--- src/rtl/rxtag_pkg.sv ---
package rxtag_pkg;
  localparam int BYTE_W = 8;
  localparam int ENTRY_W = BYTE_W + 3;

  typedef struct packed {
    logic              abort_err;
    logic              crc_err;
    logic              eof;
    logic [BYTE_W-1:0] data;
  } rx_entry_t;
endpackage

--- src/rtl/rxtag_ptrs.sv ---
module rxtag_ptrs #(
  parameter int DEPTH = 12,
  localparam int PTR_W = (DEPTH > 1) ? $clog2(DEPTH) : 1,
  localparam int CNT_W = $clog2(DEPTH + 1)
) (
  input  logic             clk,
  input  logic             rst_n,
  input  logic             push_ok,
  input  logic             pop_ok,
  output logic [PTR_W-1:0] wr_idx,
  output logic [PTR_W-1:0] rd_idx,
  output logic [CNT_W-1:0] level
);
  localparam logic [PTR_W-1:0] LAST = PTR_W'(DEPTH - 1);

  function automatic logic [PTR_W-1:0] bump(input logic [PTR_W-1:0] p);
    return (p == LAST) ? '0 : p + PTR_W'(1);
  endfunction

  always_ff @(posedge clk or negedge rst_n) begin
    if (!rst_n) begin
      wr_idx <= '0;
      rd_idx <= '0;
      level  <= '0;
    end else begin
      if (push_ok) wr_idx <= bump(wr_idx);
      if (pop_ok)  rd_idx <= bump(rd_idx);
      case ({push_ok, pop_ok})
        2'b10:   level <= level + CNT_W'(1);
        2'b01:   level <= level - CNT_W'(1);
        default: level <= level;
      endcase
    end
  end
endmodule

--- src/rtl/rxtag_store.sv ---
module rxtag_store
  import rxtag_pkg::*;
#(
  parameter int DEPTH = 12,
  localparam int PTR_W = (DEPTH > 1) ? $clog2(DEPTH) : 1
) (
  input  logic             clk,
  input  logic             rst_n,
  input  logic             we,
  input  logic [PTR_W-1:0] waddr,
  input  rx_entry_t        wdata,
  input  logic [PTR_W-1:0] raddr,
  output rx_entry_t        rdata,
  output logic [DEPTH-1:0] eof_bits
);
  rx_entry_t slots [DEPTH];

  for (genvar g = 0; g < DEPTH; g++) begin : g_slot
    always_ff @(posedge clk or negedge rst_n) begin
      if (!rst_n)
        slots[g] <= '0;
      else if (we && waddr == PTR_W'(g))
        slots[g] <= wdata;
    end
    assign eof_bits[g] = slots[g].eof;
  end

  assign rdata = slots[raddr];
endmodule

--- src/rtl/rxtag_eof_scan.sv ---
module rxtag_eof_scan #(
  parameter int DEPTH = 12,
  parameter int WIN = 4,
  localparam int PTR_W = (DEPTH > 1) ? $clog2(DEPTH) : 1,
  localparam int CNT_W = $clog2(DEPTH + 1)
) (
  input  logic [DEPTH-1:0] eof_bits,
  input  logic [PTR_W-1:0] rd_idx,
  input  logic [CNT_W-1:0] level,
  output logic             hit
);
  logic [WIN-1:0] near;

  for (genvar k = 0; k < WIN; k++) begin : g_win
    logic [PTR_W:0] raw;
    logic [PTR_W:0] wrapped;
    always_comb begin
      raw = {1'b0, rd_idx} + (PTR_W+1)'(k);
      wrapped = (raw >= (PTR_W+1)'(DEPTH)) ? raw - (PTR_W+1)'(DEPTH) : raw;
      near[k] = (level > CNT_W'(k)) && eof_bits[wrapped[PTR_W-1:0]];
    end
  end

  assign hit = |near;
endmodule

--- src/rtl/rxtag_fifo.sv ---
module rxtag_fifo
  import rxtag_pkg::*;
#(
  parameter int DEPTH = 12,
  parameter int SVC_LO = 4,
  parameter int SVC_HI = 8,
  parameter int EOF_WIN = 4,
  localparam int PTR_W = (DEPTH > 1) ? $clog2(DEPTH) : 1,
  localparam int CNT_W = $clog2(DEPTH + 1)
) (
  input  logic               clk,
  input  logic               rst_n,
  input  logic               in_valid,
  output logic               in_ready,
  input  logic [ENTRY_W-1:0] in_data,
  output logic               out_valid,
  input  logic               out_ready,
  output logic [ENTRY_W-1:0] out_data,
  output logic [CNT_W-1:0]   level,
  output logic               svc_req,
  output logic               ovr_irq,
  input  logic               ovr_clr,
  output logic               eof_irq
);
  logic [PTR_W-1:0] wr_idx, rd_idx;
  logic [DEPTH-1:0] eof_bits;
  logic             full, pop_ok, push_ok, drop;
  rx_entry_t        head;

  assign full      = (level == CNT_W'(DEPTH));
  assign in_ready  = !full;
  assign out_valid = (level != '0);
  assign pop_ok    = out_valid && out_ready;
  assign push_ok   = in_valid && (!full || pop_ok);
  assign drop      = in_valid && full && !pop_ok;

  rxtag_ptrs #(.DEPTH(DEPTH)) u_ptrs (
    .clk(clk), .rst_n(rst_n), .push_ok(push_ok), .pop_ok(pop_ok),
    .wr_idx(wr_idx), .rd_idx(rd_idx), .level(level)
  );

  rxtag_store #(.DEPTH(DEPTH)) u_store (
    .clk(clk), .rst_n(rst_n), .we(push_ok), .waddr(wr_idx),
    .wdata(rx_entry_t'(in_data)), .raddr(rd_idx), .rdata(head),
    .eof_bits(eof_bits)
  );

  rxtag_eof_scan #(.DEPTH(DEPTH), .WIN(EOF_WIN)) u_scan (
    .eof_bits(eof_bits), .rd_idx(rd_idx), .level(level), .hit(eof_irq)
  );

  assign out_data = head;
  assign svc_req  = (level >= CNT_W'(SVC_LO)) && (level <= CNT_W'(SVC_HI));

  always_ff @(posedge clk or negedge rst_n) begin
    if (!rst_n)
      ovr_irq <= 1'b0;
    else if (drop)
      ovr_irq <= 1'b1;
    else if (ovr_clr)
      ovr_irq <= 1'b0;
  end
endmodule

--- config.mk ---
export PLATFORM = sky130hd
export DESIGN_NAME = rxtag_fifo
export DESIGN_NICKNAME = d
export VERILOG_FILES = /design/src/rtl/rxtag_pkg.sv /design/src/rtl/rxtag_ptrs.sv /design/src/rtl/rxtag_store.sv /design/src/rtl/rxtag_eof_scan.sv /design/src/rtl/rxtag_fifo.sv
export SDC_FILE = /design/constraint.sdc
export NUM_CORES = 1
export LEC_CHECK = 0
export ABC_AREA = 1
export BUFFER_PORTS_ARGS = -buffer_cell sky130_fd_sc_hd__buf_4
export CAP_MARGIN = 40
export CELL_PAD_IN_SITES_DETAIL_PLACEMENT = 0
export CELL_PAD_IN_SITES_GLOBAL_PLACEMENT = 1
export CORE_MARGIN = 5
export CORE_UTILIZATION = 46
export CTS_CLUSTER_DIAMETER = 150
export DETAILED_ROUTE_END_ITERATION = 16
export PLACE_DENSITY = 0.88
export RECOVER_POWER = 50
export SLEW_MARGIN = 10
export SYNTH_ARGS = -nofsm -noshare
export SYNTH_HDL_FRONTEND = slang
export SYNTH_HIERARCHICAL = 1
export SYNTH_SLANG_ARGS = --single-unit
--- constraint.sdc ---
create_clock -name clk -period 2.7 [get_ports clk]
set_input_delay 0.27 -clock clk [delete_from_list [all_inputs] [get_ports clk]]
set_output_delay 0.27 -clock clk [all_outputs]
set_load 0.01 [all_outputs]
==> out/results.ini <==
[route]
vias_per_cell=5.08
dr.pass1.iters=5
wl_um=20900
drt_iter0_markers=432
drc=0
final_antenna_net_count=0
num_vias=7012
wl_per_cell_um=15.2

[floorplan]
die_y_um=142
die_w_um=142
io_pins=36
fp.coreArea_mm2=0.0172
die-area_mm2=0.0202
num_rows=48
initial_core_util_pct=46.7

[placement]
placed_cell_area_mm2=0.00846
pre_cts_slack_ns=0.250
hpwlAfterDp_um=13300
numPortBuffers=35
gp_congestion=0.831

[synthesis]
synth_seq_area_share_pct=45.3
ys_warn_count=6
syn_inst=1115
syn-cell-area_mm2=0.00802
synth_cell_types=32
synth.largest_area_cell=dfrtp_1
ys_ff_latch=145
synth_area_per_cell_um2=7.19
synth.top_cell.area_share_pct=45.3
synth_area_leaders=dfrtp_1 45%, nand2_1 18%, o21ai_0 9.8%, nand3_1 6.3%, inv_1 6.1%
syn_nets=1147

[status]
violations=max-capacitance violations, max-slew violations
status=complete, but fails checks

[global_routing]
met2_usage_pct=34.8
grt-busiest-layer=met2
grt_util_all_layers_pct=21.7
grtUsageMet3_pct=3.43
antenna_found_initial=0
grt_pass1_vias=6603
gr-total-overflow=0
grt_pass1_wl_um=34700
grtUsageMet1_pct=30.5
grt_max_degree=75

[worst_setup_path]
required_ns=2.43
reg2reg_depth=13
crit_arrival_ns=2.36
start_kind=register
regToRegStartpoint=u_ptrs/level[2]
end_kind=primary output
worstSetupStartpoint=u_ptrs/rd_idx[1]
cp_max_fo=5
setup.worst_path.class=reg2out

[timing]
fin_hold_ws_ns=0.0876
slew_viol_final=73
worst_slew_pin_slew_ns=1.93
fin_skew_ns=0.00696
fin_tns_setup_ns=0
rsz0062_at_grt=yes
setup_viol=0
fmax_mhz=381
post-route-period-util_pct=97.3
finalHoldViolations=0
relSlewSlack_pct=-29.0
worst_slack_ns=0.0734
layout_min_cycle_time_ns=2.63

[cells_and_area]
postLayoutCoreUtil_pct=53.7
num-fill-cells=1713
diodes=0
nNetsFinal=1175
post_route_cells_drive_above_1_share_pct=13.1
stdcell_area_mm2=0.00923
area.growth.synth_to_final_pct=15.1

[clock_network]
cts_tree=done
cts_made_buffers=17
cts_root_buffer=clkbuf_16
cts_buffer_depth=2
clk_latency_ns=0.42
cts_max_level=4
path_clk_slew_ns=0.06
cts.sinks=145

[hold_path]
hp-class=in2reg
hp-start=in_data[10]
hold_depth=3

[pwr]
peakVddDrop_mv=0.843
power.density_mw_per_mm2=1360
leakagePower_nw=4.78

[flow_run]
maxCapViolCount=1

final cells by class:
cell class                 instances  area [µm²]  area share [%]
clock inverter                     6         105            1.14
tap                              225         282            3.05
timing repair buffer              72         563            6.10
clock buffer                      24         482            5.22
inverter                         142         539            5.84
sequential                       145        3630            39.4
multi-input combinational        765        3620            39.3
worst max-delay path, cell delays in order, from the launching register on:
cell	delay [ns]
dfrtp_2	0.44
inv_4	0.06
buf_4	0.15
ha_4	0.17
xnor2_2	0.13
ha_2	0.19
nand2_2	0.06
inv_2	0.05
nor2_4	0.11
nand2_1	0.06
nand2_1	0.08
nand2_2	0.06
inv_2	0.05
a21oi_1	0.06
nand2_1	0.08
nand3_1	0.06
buf_4	0.14
placed cells by master, fill, tap and decap left out, drive strengths merged, types with 15 or more instances in the layout:
cell type  instances
nand3            103
inv              141
clkbuf            30
nand2            395
dfrtp            145
o21ai            172
buf               65
ha                16
nor2              46
a21oi             15
sequential cells by signal, summed over array words and instances, names as in the netlist:
signal	count
u_ptrs/rd_idx	4
u_store/eof_bits	12
u_ptrs/wr_idx	4
u_ptrs/level	4
u_store/slots	120
ovr_irq	1
cell families after synthesis:
kind of cell | after synthesis | synth area share [%]
XOR/XNOR | 7 | 0.859
adder cells (fa/ha/maj) | 16 | 2.50
buffers and inverters | 205 | 11.0
AO/OA/AOI/OAI | 189 | 11.9
AND/OR/NAND/NOR | 552 | 28.4
flip-flops | 145 | 45.3
multiplexers | 1 | 0.140
Yosys cell counts:
cell and count:
nand2_1 391, clkbuf_1 15, mux2_2 1, nor2_4 2
clkbuf_2 3, o21a_1 1, a31oi_1 1, nor2_1 43
nor3_2 1, xnor2_1 4, buf_6 1, nand4_1 2
inv_2 12, nor2_2 1, or2_4 1, dfrtp_1 145
o21ai_1 14, inv_1 130, nand2_2 4, xor2_2 1
xor2_1 2, buf_4 17, nand3_1 101, o21ai_2 1
nand3b_1 3, nor3_1 1, a21oi_1 15, nand3_2 1
nand3_4 1, o21ai_0 157, buf_2 27, ha_1 16
routing by layer:
metal  part of all wire (%)  routed length [µm]
met1                     47                9770
met2                     47                9850
met3                    4.5                 950
met4                    1.6                 330
met5                      0                   0
power by group:
part / total (mW) / internal [mW] / switching (mW)
logic: 6.40 / 2.49 / 3.91
clock network: 2.36 / 1.51 / 0.845
registers: 3.80 / 3.17 / 0.631
timing repair:
action / 4_1_cts / 5_1_grt
hold buffers: 1 / 0
buffers inserted: 4 / 5
hold endpoints to repair: 72 / 0
resized for setup: 12 / 31
pin swaps: 4 / 23
endpoints found under the setup margin: 1 / 5
through the flow:
step,cells,total power [mW]
2_1_floorplan,1115,8.10
6_report,1379,12.6
3_3_place_gp,1339,9.74
3_5_place_dp,1339,9.85
4_1_cts,1374,12.4
5_1_grt,1379,13.8
path summary, 6_finish.rpt:
path | endpoint | slack (ns)
min in group asynchronous | u_store/slots[4] | 0.92
max | eof_irq | 0.07
min | u_store/slots[65] | 0.09
max in group asynchronous | u_store/slots[106] | 0.61
min reg2reg | u_store/slots[22] | 0.48
max reg2reg | u_ptrs/level[2] | 0.42
Note: power is estimated with default switching activity, not from simulation.
